File: config.mk
export PLATFORM = sky130hd
export DESIGN_NAME = insn_field_decoder
export DESIGN_NICKNAME = d
export VERILOG_FILES = /design/src/rtl/idp_pkg.sv /design/src/rtl/idp_prefix_class.sv /design/src/rtl/idp_operand_layout.sv /design/src/rtl/insn_field_decoder.sv
export SDC_FILE = /design/constraint.sdc
export NUM_CORES = 1
export LEC_CHECK = 0
export BUFFER_PORTS_ARGS = -buffer_cell sky130_fd_sc_hd__clkbuf_2
export CAP_MARGIN = 20
export CORE_ASPECT_RATIO = 1.4
export CORE_MARGIN = 2
export CORE_UTILIZATION = 49
export DETAILED_ROUTE_END_ITERATION = 6
export GPL_ROUTABILITY_DRIVEN = 0
export PLACE_DENSITY = 0.87
export SLEW_MARGIN = 20
export SYNTH_ARGS = -nofsm -noshare
export SYNTH_HDL_FRONTEND = slang
export SYNTH_SLANG_ARGS = --single-unit
File: constraint.sdc
create_clock -name clk -period 2.1 [get_ports clk]
set_input_delay 0.315 -clock clk [delete_from_list [all_inputs] [get_ports clk]]
set_output_delay 0.315 -clock clk [all_outputs]
set_load 0.01 [all_outputs]
File: src/rtl/idp_pkg.sv
package idp_pkg;
  parameter int LEN_LIMIT  = 15;
  parameter int LEN_W      = $clog2(LEN_LIMIT + 1);
  parameter int DISP_BYTES = 4;
  parameter int IMM_BYTES  = 4;
  parameter int DISP_W     = 8 * DISP_BYTES;
  parameter int IMM_W      = 8 * IMM_BYTES;
  parameter int CNT_W      = $clog2((DISP_BYTES > IMM_BYTES) ? DISP_BYTES : IMM_BYTES);
  parameter int DBW        = $clog2(DISP_BYTES + 1);

  parameter logic [7:0] OP_RET_NEAR = 8'hC3;
  parameter logic [7:0] OP_RET_FAR  = 8'hCB;
  parameter logic [7:0] OP_MOV_IMM  = 8'hC7;

  typedef enum logic [1:0] {
    ERR_NONE    = 2'd0,
    ERR_ILLEGAL = 2'd1,
    ERR_PREFIX  = 2'd2,
    ERR_LENGTH  = 2'd3
  } dec_err_e;

  typedef enum logic [2:0] {
    ST_PFX, ST_MODRM, ST_SIB, ST_DISP, ST_IMM
  } dec_state_e;

  typedef struct packed {
    logic              lock_rep;
    logic [7:0]        lock_rep_byte;
    logic              seg;
    logic [7:0]        seg_byte;
    logic              opsize;
    logic              addrsize;
    logic              rex;
    logic [3:0]        rex_bits;
    logic [7:0]        opcode;
    logic              has_modrm;
    logic [1:0]        mod;
    logic [2:0]        reg_f;
    logic [2:0]        rm;
    logic              has_sib;
    logic [1:0]        scale;
    logic [2:0]        index;
    logic [2:0]        base;
    logic [DISP_W-1:0] disp;
    logic [IMM_W-1:0]  imm;
    logic [LEN_W-1:0]  len;
    dec_err_e          err;
  } dec_rec_t;
endpackage

File: src/rtl/idp_prefix_class.sv
module idp_prefix_class (
  input  logic [7:0] byte_i,
  input  logic       mode64_i,
  output logic [3:0] grp_o,
  output logic       rex_o
);
  // grp_o bit 0 lock/repeat, 1 segment, 2 operand size, 3 address size
  always_comb begin
    grp_o = 4'b0000;
    unique case (byte_i)
      8'hF0, 8'hF2, 8'hF3:                      grp_o = 4'b0001;
      8'h2E, 8'h36, 8'h3E, 8'h26, 8'h64, 8'h65: grp_o = 4'b0010;
      8'h66:                                    grp_o = 4'b0100;
      8'h67:                                    grp_o = 4'b1000;
      default:                                  grp_o = 4'b0000;
    endcase
    rex_o = mode64_i && (byte_i[7:4] == 4'h4);
  end
endmodule

File: src/rtl/idp_operand_layout.sv
module idp_operand_layout
  import idp_pkg::*;
(
  input  logic [1:0]     mod_i,
  input  logic [2:0]     rm_i,
  input  logic [2:0]     base_i,
  input  logic           sib_known_i,
  output logic           has_sib_o,
  output logic [DBW-1:0] disp_bytes_o
);
  always_comb begin
    has_sib_o = (rm_i == 3'b100) && (mod_i != 2'b11);
    unique case (mod_i)
      2'b00: begin
        if ((!has_sib_o && rm_i == 3'b101) ||
            (has_sib_o && sib_known_i && base_i == 3'b101))
          disp_bytes_o = DBW'(DISP_BYTES);
        else
          disp_bytes_o = '0;
      end
      2'b01:   disp_bytes_o = DBW'(1);
      2'b10:   disp_bytes_o = DBW'(DISP_BYTES);
      default: disp_bytes_o = '0;
    endcase
  end
endmodule

File: src/rtl/insn_field_decoder.sv
module insn_field_decoder
  import idp_pkg::*;
#(
  parameter int MAX_LEN = LEN_LIMIT
) (
  input  logic              clk,
  input  logic              rst_n,
  input  logic              mode64,
  input  logic              in_valid,
  input  logic [7:0]        in_byte,
  output logic              in_ready,
  output logic              out_valid,
  input  logic              out_ready,
  output logic              out_lock_rep,
  output logic [7:0]        out_lock_rep_byte,
  output logic              out_seg_ovr,
  output logic [7:0]        out_seg_byte,
  output logic              out_opsize,
  output logic              out_addrsize,
  output logic              out_rex_valid,
  output logic [3:0]        out_rex_bits,
  output logic [7:0]        out_opcode,
  output logic              out_has_modrm,
  output logic [1:0]        out_mod,
  output logic [2:0]        out_reg,
  output logic [2:0]        out_rm,
  output logic              out_has_sib,
  output logic [1:0]        out_scale,
  output logic [2:0]        out_index,
  output logic [2:0]        out_base,
  output logic [DISP_W-1:0] out_disp,
  output logic [IMM_W-1:0]  out_imm,
  output logic [LEN_W-1:0]  out_len,
  output logic [1:0]        out_err
);
  localparam logic [LEN_W-1:0] LEN_MAX  = LEN_W'(MAX_LEN);
  localparam logic [CNT_W-1:0] IMM_LAST = CNT_W'(IMM_BYTES - 1);

  dec_state_e       state_q, state_d;
  dec_rec_t         rec_q, rec_d;
  logic             vld_q, vld_d;
  logic [LEN_W-1:0] len_q, len_d, len_n;
  logic [CNT_W-1:0] cnt_q, cnt_d;
  logic [DBW-1:0]   need_q, need_d;

  logic [3:0]       pfx_grp;
  logic             pfx_rex;
  logic [3:0]       seen_grp;
  logic             lay_sib;
  logic [DBW-1:0]   lay_disp;
  logic [1:0]       lay_mod;
  logic [2:0]       lay_rm;
  logic             take, fire, done;
  dec_err_e         err;

  idp_prefix_class u_pfx (
    .byte_i  (in_byte),
    .mode64_i(mode64),
    .grp_o   (pfx_grp),
    .rex_o   (pfx_rex)
  );

  assign lay_mod = (state_q == ST_SIB) ? rec_q.mod : in_byte[7:6];
  assign lay_rm  = (state_q == ST_SIB) ? rec_q.rm  : in_byte[2:0];

  idp_operand_layout u_lay (
    .mod_i       (lay_mod),
    .rm_i        (lay_rm),
    .base_i      (in_byte[2:0]),
    .sib_known_i (state_q == ST_SIB),
    .has_sib_o   (lay_sib),
    .disp_bytes_o(lay_disp)
  );

  assign in_ready = !vld_q;
  assign take     = in_valid && in_ready;
  assign fire     = vld_q && out_ready;
  assign len_n    = len_q + LEN_W'(1);
  assign seen_grp = {rec_q.addrsize, rec_q.opsize, rec_q.seg, rec_q.lock_rep};

  always_comb begin
    state_d = state_q;
    rec_d   = rec_q;
    vld_d   = vld_q;
    len_d   = len_q;
    cnt_d   = cnt_q;
    need_d  = need_q;
    done    = 1'b0;
    err     = ERR_NONE;
    if (fire) begin
      rec_d = '0;
      vld_d = 1'b0;
    end else if (take) begin
      unique case (state_q)
        ST_PFX: begin
          if (pfx_grp != 4'b0000) begin
            if (((pfx_grp & seen_grp) != 4'b0000) || rec_q.rex) err = ERR_PREFIX;
            if (pfx_grp[0]) begin rec_d.lock_rep = 1'b1; rec_d.lock_rep_byte = in_byte; end
            if (pfx_grp[1]) begin rec_d.seg = 1'b1; rec_d.seg_byte = in_byte; end
            if (pfx_grp[2]) rec_d.opsize = 1'b1;
            if (pfx_grp[3]) rec_d.addrsize = 1'b1;
          end else if (pfx_rex) begin
            if (rec_q.rex) err = ERR_PREFIX;
            rec_d.rex      = 1'b1;
            rec_d.rex_bits = in_byte[3:0];
          end else begin
            rec_d.opcode = in_byte;
            if (in_byte == OP_RET_NEAR || in_byte == OP_RET_FAR) begin
              done = 1'b1;
            end else if (in_byte == OP_MOV_IMM) begin
              rec_d.has_modrm = 1'b1;
              state_d         = ST_MODRM;
            end else begin
              err = ERR_ILLEGAL;
            end
          end
        end
        ST_MODRM: begin
          rec_d.mod   = in_byte[7:6];
          rec_d.reg_f = in_byte[5:3];
          rec_d.rm    = in_byte[2:0];
          cnt_d       = '0;
          need_d      = lay_disp;
          if (in_byte[5:3] != 3'b000) err = ERR_ILLEGAL;
          else if (lay_sib)           state_d = ST_SIB;
          else if (lay_disp != '0)    state_d = ST_DISP;
          else                        state_d = ST_IMM;
        end
        ST_SIB: begin
          rec_d.has_sib = 1'b1;
          rec_d.scale   = in_byte[7:6];
          rec_d.index   = in_byte[5:3];
          rec_d.base    = in_byte[2:0];
          need_d        = lay_disp;
          state_d       = (lay_disp != '0) ? ST_DISP : ST_IMM;
        end
        ST_DISP: begin
          if (need_q == DBW'(1))
            rec_d.disp = {{(DISP_W-8){in_byte[7]}}, in_byte};
          else
            rec_d.disp[{cnt_q, 3'b000} +: 8] = in_byte;
          cnt_d = cnt_q + CNT_W'(1);
          if (DBW'(cnt_q) + DBW'(1) == need_q) begin
            cnt_d   = '0;
            state_d = ST_IMM;
          end
        end
        default: begin
          rec_d.imm[{cnt_q, 3'b000} +: 8] = in_byte;
          cnt_d = cnt_q + CNT_W'(1);
          if (cnt_q == IMM_LAST) done = 1'b1;
        end
      endcase
      if (!done && err == ERR_NONE && len_n == LEN_MAX) err = ERR_LENGTH;
      if (done || err != ERR_NONE) begin
        rec_d.len = len_n;
        rec_d.err = done ? ERR_NONE : err;
        vld_d     = 1'b1;
        len_d     = '0;
        cnt_d     = '0;
        state_d   = ST_PFX;
      end else begin
        len_d = len_n;
      end
    end
  end

  always_ff @(posedge clk or negedge rst_n) begin
    if (!rst_n) begin
      state_q <= ST_PFX;
      rec_q   <= '0;
      vld_q   <= 1'b0;
      len_q   <= '0;
      cnt_q   <= '0;
      need_q  <= '0;
    end else begin
      if (take) begin
        state_q <= state_d;
        len_q   <= len_d;
        cnt_q   <= cnt_d;
        need_q  <= need_d;
      end
      if (take || fire) begin
        rec_q <= rec_d;
        vld_q <= vld_d;
      end
    end
  end

  assign out_valid         = vld_q;
  assign out_lock_rep      = rec_q.lock_rep;
  assign out_lock_rep_byte = rec_q.lock_rep_byte;
  assign out_seg_ovr       = rec_q.seg;
  assign out_seg_byte      = rec_q.seg_byte;
  assign out_opsize        = rec_q.opsize;
  assign out_addrsize      = rec_q.addrsize;
  assign out_rex_valid     = rec_q.rex;
  assign out_rex_bits      = rec_q.rex_bits;
  assign out_opcode        = rec_q.opcode;
  assign out_has_modrm     = rec_q.has_modrm;
  assign out_mod           = rec_q.mod;
  assign out_reg           = rec_q.reg_f;
  assign out_rm            = rec_q.rm;
  assign out_has_sib       = rec_q.has_sib;
  assign out_scale         = rec_q.scale;
  assign out_index         = rec_q.index;
  assign out_base          = rec_q.base;
  assign out_disp          = rec_q.disp;
  assign out_imm           = rec_q.imm;
  assign out_len           = rec_q.len;
  assign out_err           = rec_q.err;

  p_hold_record_r11: assert property (@(posedge clk) disable iff (!rst_n)
    out_valid && !out_ready |=> out_valid && $stable(out_len) && $stable(out_opcode)
      && $stable(out_disp) && $stable(out_imm) && $stable(out_err));

  p_stall_input_r11: assert property (@(posedge clk) disable iff (!rst_n)
    out_valid |-> !in_ready);

  p_len_bounds_r10: assert property (@(posedge clk) disable iff (!rst_n)
    out_valid |-> (out_len != '0) && (out_len <= LEN_MAX));

  p_overlong_len_r10: assert property (@(posedge clk) disable iff (!rst_n)
    out_valid && out_err == 2'd3 |-> out_len == LEN_MAX);

  p_sib_rule_r6: assert property (@(posedge clk) disable iff (!rst_n)
    out_valid && out_err == 2'd0 && out_has_sib |-> out_rm == 3'b100 && out_mod != 2'b11);

  p_return_bare_r1: assert property (@(posedge clk) disable iff (!rst_n)
    out_valid && out_err == 2'd0 && (out_opcode == OP_RET_NEAR || out_opcode == OP_RET_FAR)
      |-> !out_has_modrm && !out_has_sib && out_imm == '0);

  p_mov_ext_r5: assert property (@(posedge clk) disable iff (!rst_n)
    out_valid && out_err == 2'd0 && out_opcode == OP_MOV_IMM |-> out_reg == 3'b000);
endmodule

==> run_summary.xml, run 1 <==
<?xml version="1.0" encoding="UTF-8"?>
<metrics>
  <group name="timing">
    <metric name="hold_violations" unit="">0</metric>
    <metric name="worst_slew_pin_slew" unit="ps">793</metric>
    <metric name="slew_viol_final" unit="">0</metric>
    <metric name="relSlewSlack" unit="%">46.9</metric>
    <metric name="final_critical_path_setup_slack" unit="ps">-2.83</metric>
    <metric name="rsz0062_at_grt" unit="">yes</metric>
    <metric name="fmax" unit="MHz">476</metric>
    <metric name="fraction_of_the_cycle_the_final_worst_path_needs" unit="%">100</metric>
    <metric name="timing.clock.skew" unit="ps">9.95</metric>
    <metric name="layout_min_cycle_time" unit="ps">2100</metric>
    <metric name="setup_viol" unit="">1</metric>
  </group>
  <group name="floorplan">
    <metric name="cell_rows" unit="">48</metric>
    <metric name="floorplan.initialDensity" unit="%">50.4</metric>
    <metric name="width_of_the_die" unit="µm">99.3</metric>
    <metric name="die_height" unit="µm">137</metric>
    <metric name="ios" unit="">136</metric>
    <metric name="core_area" unit="µm²">12400</metric>
    <metric name="full_die_area" unit="µm²">13700</metric>
  </group>
  <group name="logic_synthesis">
    <metric name="synth-edff-count" unit="">0</metric>
    <metric name="synth.cell_area" unit="µm²">6230</metric>
    <metric name="mapped_nets" unit="">638</metric>
    <metric name="synth.largest_area_cell" unit="">sky130_fd_sc_hd__dfrtp_1</metric>
    <metric name="synth.top_cells.by_count" unit="">sky130_fd_sc_hd__dfrtp_1 (133), sky130_fd_sc_hd__nand2_1 (93), sky130_fd_sc_hd__nor2_1 (56)</metric>
    <metric name="post-synth-top-count-cell" unit="">sky130_fd_sc_hd__dfrtp_1</metric>
    <metric name="async_flop_share" unit="%">100</metric>
    <metric name="synth_seq_cells" unit="">133</metric>
    <metric name="ys.warnings.count" unit="">0</metric>
    <metric name="yosys.cell_types.count" unit="">73</metric>
    <metric name="synth_top_flop_cell" unit="">sky130_fd_sc_hd__dfrtp_1</metric>
    <metric name="netlist.area_leader.share" unit="%">53.4</metric>
    <metric name="post_synth_inst_count" unit="">619</metric>
    <metric name="leading_cell_types_by_total_area_after_synthesis" unit="">sky130_fd_sc_hd__dfrtp_1 (53%), sky130_fd_sc_hd__nand2_1 (5.6%), sky130_fd_sc_hd__mux2i_1 (4.3%)</metric>
    <metric name="synth_seq_area_share" unit="%">53.4</metric>
    <metric name="synthesis.area_per_instance" unit="µm²">10.1</metric>
  </group>
  <group name="place">
    <metric name="preCtsSetupSlack" unit="ps">-83.3</metric>
    <metric name="detailedPlacementHpwl" unit="µm">12600</metric>
    <metric name="place.port_buffers" unit="">135</metric>
  </group>
  <group name="grt">
    <metric name="grt_start_max_net_pins" unit="">71</metric>
    <metric name="gr-usage-all-layers" unit="%">27.5</metric>
    <metric name="antenna_found_initial" unit="">0</metric>
    <metric name="via_count_of_the_first_global_routing_pass" unit="">5615</metric>
    <metric name="grt_remaining_overflow" unit="">0</metric>
    <metric name="grt_pass1_wl" unit="µm">29100</metric>
  </group>
  <group name="clock_network">
    <metric name="clock_tree.buffer_depth" unit="">2</metric>
    <metric name="numCtsBuffers" unit="">17</metric>
    <metric name="tritoncts" unit="">yes</metric>
    <metric name="cts.htree.levels" unit="">4</metric>
    <metric name="cts_sinks" unit="">133</metric>
    <metric name="clk_pin_slew" unit="ps">60</metric>
    <metric name="clkLatencyLatePin" unit="ps">430</metric>
    <metric name="cell_chosen_for_the_clock_root" unit="">sky130_fd_sc_hd__clkbuf_16</metric>
  </group>
  <group name="power">
    <metric name="p_comb_share" unit="%">40.3</metric>
    <metric name="intPower" unit="µW">6900</metric>
    <metric name="worst_ir_drop_vdd" unit="mV">0.742</metric>
    <metric name="power_per_cell_area" unit="nW/µm²">1390</metric>
    <metric name="netSwitchingFraction" unit="%">39.6</metric>
    <metric name="power.switching" unit="µW">4520</metric>
    <metric name="clockPowerShare" unit="%">26.1</metric>
    <metric name="seq_power_share" unit="%">33.6</metric>
    <metric name="leakagePower" unit="µW">0.00413</metric>
  </group>
  <group name="layout">
    <metric name="num_antenna_cells" unit="">0</metric>
    <metric name="final_layout_size_suffix_gt1_share" unit="%">35.7</metric>
    <metric name="area_growth_syn_to_layout" unit="%">31.7</metric>
    <metric name="layout.core_utilization" unit="%">66.4</metric>
    <metric name="finish.net_count" unit="">822</metric>
  </group>
  <group name="run_status">
    <metric name="run_status" unit="">finished, violations left</metric>
    <metric name="failed_checks" unit="">setup timing</metric>
  </group>
  <group name="setup_path">
    <metric name="worst_ep_required_time" unit="ps">2440</metric>
    <metric name="worst-r2r-setup-slack" unit="ps">-3</metric>
    <metric name="crit_path_max_fanout" unit="">6</metric>
    <metric name="critical_path.endpoint_type" unit="">register</metric>
    <metric name="path_delay_family" unit="">compound AO/OA/AOI/OAI gates</metric>
    <metric name="critical_path.startpoint_type" unit="">register</metric>
    <metric name="crit_path_cell_trace" unit="">or3_1, nor2_1, a22o_1, a211oi_4, a31oi_4, buf_4, a211oi_2</metric>
    <metric name="slowest_cell_on_the_critical_path" unit="">sky130_fd_sc_hd__dfrtp_1</metric>
    <metric name="timing.critical_path.slowest_cell_delay" unit="ps">520</metric>
    <metric name="criticalPathCategory" unit="">reg2reg</metric>
    <metric name="crit_buf_inv" unit="">1</metric>
    <metric name="worstPathArrival" unit="ps">2440</metric>
  </group>
  <group name="route">
    <metric name="drt_wl_total" unit="µm">18900</metric>
    <metric name="avgRoutedWirePerCell" unit="µm">19.6</metric>
    <metric name="via_count" unit="">5803</metric>
    <metric name="route.antenna.remaining_nets" unit="">0</metric>
    <metric name="vias_per_cell" unit="">6.01</metric>
    <metric name="detailedRoute.firstIterationViolations" unit="">464</metric>
    <metric name="post-route-drc-count" unit="">0</metric>
    <metric name="detail_route.first_pass.iterations" unit="">6</metric>
  </group>
  <group name="job">
    <metric name="maximum_capacitance_violations" unit="">0</metric>
  </group>
  <group name="hold_path">
    <metric name="holdCritPathClass" unit="">in2reg</metric>
  </group>
</metrics>
-- power by group through the flow --
stage | registers (µW) | clock network [µW] | logic, µW
final | 3840 | 2980 | 4600
after global routing | 3900 | 3120 | 4980
after CTS | 3810 | 3000 | 4360
after detailed placement | 3830 | 0 | 4240
after global placement | 3820 | 0 | 4130
after floorplan | 3990 | 0 | 2340
-- worst register-to-register path, cell delays in order, from the launching register on --
cell and delay [ps]:
sky130_fd_sc_hd__dfrtp_1 520, sky130_fd_sc_hd__or3_1 260, sky130_fd_sc_hd__nor2_1 60, sky130_fd_sc_hd__a22o_1 240, sky130_fd_sc_hd__a211oi_4 370, sky130_fd_sc_hd__a31oi_4 200
sky130_fd_sc_hd__buf_4 180, sky130_fd_sc_hd__a211oi_2 180
-- timing repair --
action,in CTS,in global routing
hold buffers,1,0
buffers inserted,0,5
gates cloned,0,1
hold endpoints to repair,15,0
gates resized for setup,4,11
pin swaps,0,4
endpoints found under the setup margin,3,6
-- cells by family (layout without fill, tap and decap cells) --
logic type / count (synthesis) / in the layout / synth area share, %
and+or+nand+nor: 229 / 229 / 17.4
AOI/OAI and AO/OA: 147 / 148 / 16.4
DFF: 133 / 133 / 53.4
buffers and inverters: 56 / 252 / 3.67
muxes: 43 / 43 / 7.22
adders and majority gates: 6 / 6 / 1.20
xor gates and xnor gates: 5 / 5 / 0.703
-- routing by layer --
layer	vias up	routed length, µm	global-route usage (%)
met5	-	0	0
met4	0	792	14.4
met3	70	1440	5.43
met2	341	9520	45.1
met1	2823	7140	34.5
li1	2569	-	-
-- cells in the final DEF (no fill, tap or decap), types with 3 or more instances in the layout --
master,netlist,routed
sky130_fd_sc_hd__xor2_1,3,3
sky130_fd_sc_hd__clkbuf_2,0,134
sky130_fd_sc_hd__o21ai_1,3,4
sky130_fd_sc_hd__inv_2,1,4
sky130_fd_sc_hd__mux2i_1,27,27
sky130_fd_sc_hd__nand2b_1,4,4
sky130_fd_sc_hd__buf_12,0,6
sky130_fd_sc_hd__a41oi_1,3,3
sky130_fd_sc_hd__mux2_2,16,16
sky130_fd_sc_hd__a21oi_2,2,3
sky130_fd_sc_hd__o31ai_1,11,11
sky130_fd_sc_hd__inv_8,0,5
sky130_fd_sc_hd__a21oi_1,45,44
sky130_fd_sc_hd__a22o_1,16,16
sky130_fd_sc_hd__nand3_1,32,32
sky130_fd_sc_hd__clkbuf_16,0,17
sky130_fd_sc_hd__o21ai_0,22,21
sky130_fd_sc_hd__inv_1,9,6
sky130_fd_sc_hd__nand2_1,93,93
sky130_fd_sc_hd__buf_4,1,69
sky130_fd_sc_hd__dfrtp_1,133,131
sky130_fd_sc_hd__nor2b_1,4,4
sky130_fd_sc_hd__nand4_1,4,4
sky130_fd_sc_hd__nor3_1,4,3
sky130_fd_sc_hd__a31oi_1,9,8
sky130_fd_sc_hd__clkinvlp_4,0,3
sky130_fd_sc_hd__nor2_1,56,56
sky130_fd_sc_hd__ha_1,6,4
sky130_fd_sc_hd__inv_6,0,5
sky130_fd_sc_hd__a21o_1,8,8
sky130_fd_sc_hd__nor3b_1,5,5
sky130_fd_sc_hd__o211ai_1,3,3
-- metrics by stage --
step           hold WS (ps)  instances  instance area (µm²)  TNS (ps)  power (µW)
2_1_floorplan          19.4        619                 6240         0        6330
3_3_place_gp            201        927                 7510         0        7950
3_5_place_dp            204        927                 7510      -431        8070
4_1_cts                 121        960                 8120         0       11200
5_1_grt                 141        966                 8210      -113       12000
6_report                124        966                 8210     -2.83       11400
-- final cells by class --
cell class	instances	area (µm²)
repair buffers	210	1320
well taps	150	188
clock inverters	15	161
inverters	10	37.5
flip-flops and latches	133	3330
fillers	891	4160
clock buffers	17	425
multi-input cells	431	2750
-- worst paths after layout --
path / startpoint / endpoint / depth (start not counted)
max in group asynchronous: rst_n / out_imm[17] / 3
min reg2reg: out_disp[1] / out_disp[1] / 2
min: out_ready / out_valid / 2
max reg2reg: state_q[2] / state_q[2] / 7
max: state_q[2] / state_q[2] / 7
min in group asynchronous: rst_n / out_index[0] / 2
No activity file was read; power rests on OpenSTA's default activity.
==> run 2, diff against run 1 <==
--- a/config.mk
+++ b/config.mk
@@ -5,6 +5,7 @@
 export SDC_FILE = /design/constraint.sdc
 export NUM_CORES = 1
 export LEC_CHECK = 0
+export ABC_AREA = 1
 export BUFFER_PORTS_ARGS = -buffer_cell sky130_fd_sc_hd__clkbuf_2
 export CAP_MARGIN = 20
 export CORE_ASPECT_RATIO = 1.4
==> run 2 against run 1 <==
  * The run now ends clean
  * Synthesized area grew 0.50%
  * Register-to-register slack improved by 220 ps
  * Critical endpoint is now state_q[0]
  * Synthesized cell count is 19% higher
  * Critical path type unchanged
  * Largest cell class unchanged
==> run_summary.xml, run 2 <==
<?xml version="1.0" encoding="UTF-8"?>
<metrics>
  <group name="clock_network">
    <metric name="clkLatencyLatePin" unit="ps">420</metric>
    <metric name="cts.htree.levels" unit="">4</metric>
    <metric name="cell_chosen_for_the_clock_root" unit="">sky130_fd_sc_hd__clkbuf_16</metric>
    <metric name="clk_pin_slew" unit="ps">50</metric>
    <metric name="cts_sinks" unit="">133</metric>
    <metric name="tritoncts" unit="">yes</metric>
    <metric name="clock_tree.buffer_depth" unit="">2</metric>
    <metric name="numCtsBuffers" unit="">17</metric>
  </group>
  <group name="run_status">
    <metric name="run_status" unit="">completed</metric>
  </group>
  <group name="setup_path">
    <metric name="crit_path_max_fanout" unit="">6</metric>
    <metric name="worstPathArrival" unit="ps">2190</metric>
    <metric name="criticalPathCategory" unit="">reg2reg</metric>
    <metric name="worst_ep_required_time" unit="ps">2410</metric>
    <metric name="timing.rr.end" unit="">state_q[0]</metric>
    <metric name="reg2regPathDepth" unit="">10</metric>
    <metric name="worst-r2r-setup-slack" unit="ps">220</metric>
    <metric name="critical_path.startpoint_type" unit="">register</metric>
    <metric name="rr_startpoint" unit="">cnt_q[1]</metric>
    <metric name="critical_path.endpoint_type" unit="">register</metric>
  </group>
  <group name="logic_synthesis">
    <metric name="synth_top_flop_cell" unit="">sky130_fd_sc_hd__dfrtp_1</metric>
    <metric name="synth.cell_area" unit="µm²">6270</metric>
    <metric name="synth.largest_area_cell" unit="">sky130_fd_sc_hd__dfrtp_1</metric>
    <metric name="synth-edff-count" unit="">0</metric>
    <metric name="ys.warnings.count" unit="">0</metric>
    <metric name="async_flop_share" unit="%">100</metric>
    <metric name="synth.top_cells.by_count" unit="">sky130_fd_sc_hd__nand2_1 (158), sky130_fd_sc_hd__dfrtp_1 (133), sky130_fd_sc_hd__o21ai_0 (101)</metric>
    <metric name="yosys.cell_types.count" unit="">37</metric>
    <metric name="netlist.area_leader.share" unit="%">53.1</metric>
    <metric name="synth_seq_cells" unit="">133</metric>
    <metric name="leading_cell_types_by_total_area_after_synthesis" unit="">sky130_fd_sc_hd__dfrtp_1 (53%), sky130_fd_sc_hd__nand2_1 (9.5%), sky130_fd_sc_hd__o21ai_0 (8.1%)</metric>
    <metric name="post-synth-top-count-cell" unit="">sky130_fd_sc_hd__nand2_1</metric>
    <metric name="synth_seq_area_share" unit="%">53.1</metric>
    <metric name="mapped_nets" unit="">756</metric>
    <metric name="synthesis.area_per_instance" unit="µm²">8.50</metric>
    <metric name="post_synth_inst_count" unit="">737</metric>
  </group>
  <group name="grt">
    <metric name="grt_start_max_net_pins" unit="">56</metric>
    <metric name="antenna_found_initial" unit="">0</metric>
    <metric name="grt_remaining_overflow" unit="">0</metric>
    <metric name="grt_pass1_wl" unit="µm">28600</metric>
    <metric name="via_count_of_the_first_global_routing_pass" unit="">5701</metric>
    <metric name="gr-usage-all-layers" unit="%">26.8</metric>
  </group>
  <group name="floorplan">
    <metric name="floorplan.initialDensity" unit="%">50.4</metric>
    <metric name="ios" unit="">136</metric>
    <metric name="full_die_area" unit="µm²">13700</metric>
    <metric name="width_of_the_die" unit="µm">99.6</metric>
    <metric name="cell_rows" unit="">48</metric>
    <metric name="core_area" unit="µm²">12400</metric>
    <metric name="die_height" unit="µm">138</metric>
  </group>
  <group name="timing">
    <metric name="rsz0062_at_grt" unit="">no</metric>
    <metric name="setup_viol" unit="">0</metric>
    <metric name="fmax" unit="MHz">532</metric>
    <metric name="timing.clock.skew" unit="ps">5.70</metric>
    <metric name="slew_viol_final" unit="">0</metric>
    <metric name="layout_min_cycle_time" unit="ps">1880</metric>
    <metric name="hold_violations" unit="">0</metric>
    <metric name="relSlewSlack" unit="%">63.2</metric>
    <metric name="hold_ws" unit="ps">111</metric>
    <metric name="fraction_of_the_cycle_the_final_worst_path_needs" unit="%">89.5</metric>
    <metric name="worst_slew_pin_slew" unit="ps">553</metric>
    <metric name="final.setup.tns" unit="ps">0</metric>
  </group>
  <group name="layout">
    <metric name="regArea" unit="µm²">3330</metric>
    <metric name="final_layout_size_suffix_gt1_share" unit="%">27.4</metric>
    <metric name="nFillCells" unit="">1040</metric>
    <metric name="multi_input_area" unit="µm²">2540</metric>
    <metric name="finish.net_count" unit="">897</metric>
    <metric name="layout.cells.most_common" unit="">sky130_fd_sc_hd__nand2_1</metric>
    <metric name="num_antenna_cells" unit="">0</metric>
    <metric name="area_growth_syn_to_layout" unit="%">23.8</metric>
    <metric name="instances_no_fill" unit="">1041</metric>
    <metric name="mostFrequentLayoutCells" unit="">sky130_fd_sc_hd__nand2_1 (156), sky130_fd_sc_hd__clkbuf_2 (134), sky130_fd_sc_hd__dfrtp_1 (133)</metric>
  </group>
  <group name="route">
    <metric name="route.antenna.remaining_nets" unit="">0</metric>
    <metric name="detailedRoute.firstIterationViolations" unit="">635</metric>
    <metric name="drt_wl_total" unit="µm">17800</metric>
    <metric name="vias_per_cell" unit="">5.69</metric>
    <metric name="detail_route.first_pass.iterations" unit="">6</metric>
    <metric name="avgRoutedWirePerCell" unit="µm">17.1</metric>
    <metric name="via_count" unit="">5928</metric>
    <metric name="post-route-drc-count" unit="">0</metric>
  </group>
  <group name="place">
    <metric name="place.port_buffers" unit="">135</metric>
    <metric name="detailedPlacementHpwl" unit="µm">12500</metric>
    <metric name="numPlacedInstances" unit="">1008</metric>
  </group>
  <group name="power">
    <metric name="power_per_cell_area" unit="nW/µm²">1160</metric>
    <metric name="worst_ir_drop_vdd" unit="mV">0.826</metric>
    <metric name="leakagePower" unit="µW">0.00405</metric>
  </group>
  <group name="job">
    <metric name="maximum_capacitance_violations" unit="">0</metric>
  </group>
  <group name="hold_path">
    <metric name="holdCritPathClass" unit="">in2reg</metric>
    <metric name="worstHoldEndpoint" unit="">out_valid</metric>
    <metric name="worst_hold_path.num_cells" unit="">2</metric>
    <metric name="hold_path_startpoint" unit="">out_ready</metric>
  </group>
</metrics>
==> run 2: cell families (layout without fill, tap and decap cells) <==
group                      count (synthesis)  after routing  synth area share, %
DFF                                      133            133                 53.1
AOI/OAI and AO/OA                        155            155                 13.5
xor gates and xnor gates                   2              2                0.280
buffers and inverters                    103            257                 6.93
muxes                                      7              7                 1.26
adders and majority gates                  6              6                 1.20
and+or+nand+nor                          331            331                 23.7
==> run 2: worst max-delay path by stage <==
stage               start  slack, ps  cells after the start      endpoint
6_report         cnt_q[1]        220                     10    state_q[0]
3_3_place_gp   state_q[2]        170                     12    state_q[1]
2_1_floorplan    cnt_q[0]         20                      9  out_disp[14]
3_5_place_dp   state_q[2]         40                     12    state_q[1]
4_1_cts        state_q[2]         40                     12    state_q[1]
5_1_grt          cnt_q[1]         30                     10    state_q[0]
==> run 2: critical path, cell delays in order, from the launching register on <==
cell                        delay, ps
sky130_fd_sc_hd__dfrtp_1          410
sky130_fd_sc_hd__inv_1             80
sky130_fd_sc_hd__ha_1             370
sky130_fd_sc_hd__a21oi_1          150
sky130_fd_sc_hd__o2111ai_1        140
sky130_fd_sc_hd__nand2_1          100
sky130_fd_sc_hd__nand3_1          160
sky130_fd_sc_hd__a21oi_2          200
sky130_fd_sc_hd__nand2_1           80
sky130_fd_sc_hd__nand2_1           60
sky130_fd_sc_hd__nor2_1            40
==> run 2: final cells by class <==
type	instances	share of cell area, %
Multi-Input combinational cell	501	32.7
Clock buffer	22	6.37
Timing Repair Buffer	156	11.3
Inverter	69	3.34
Sequential cell	133	42.9
Clock inverter	10	0.952
Tap cell	150	2.42
==> run 2: repair_timing <==
| action | CTS | global route |
|---|---|---|
| resized for setup | 0 | 6 |
| endpoints found under the hold margin | 35 | 0 |
| setup buffers | 0 | 0 |
| setup endpoints to repair | 0 | 18 |
| hold buffers | 1 | 0 |
==> run 2: report_power, final <==
group	switching, µW	internal, µW	total [µW]
clock	1130	1660	2790
combinational	1720	971	2690
sequential	391	3140	3530
total	3240	5780	9020
==> run 2: per-layer routing <==
metal / track usage [%] / vias up / wire length [µm]
li1: - / 2722 / -
met1: 31.4 / 2814 / 6480
met2: 45.6 / 312 / 9060
met3: 6.49 / 80 / 1410
met4: 13.9 / 0 / 802
met5: 0 / - / 0
==> run 2: metrics by stage <==
stage / utilization [%] / instance area (µm²) / power [µW] / worst slack (ps)
after floorplan: - / 6280 / 5090 / 15.7
after global placement: 57.6 / 7160 / 6110 / 168
after detailed placement: 57.6 / 7160 / 6210 / 43.6
after CTS: 62.2 / 7730 / 9020 / 44.1
after global routing: 62.4 / 7760 / 9520 / 32.5
final: 62.4 / 7760 / 9020 / 221
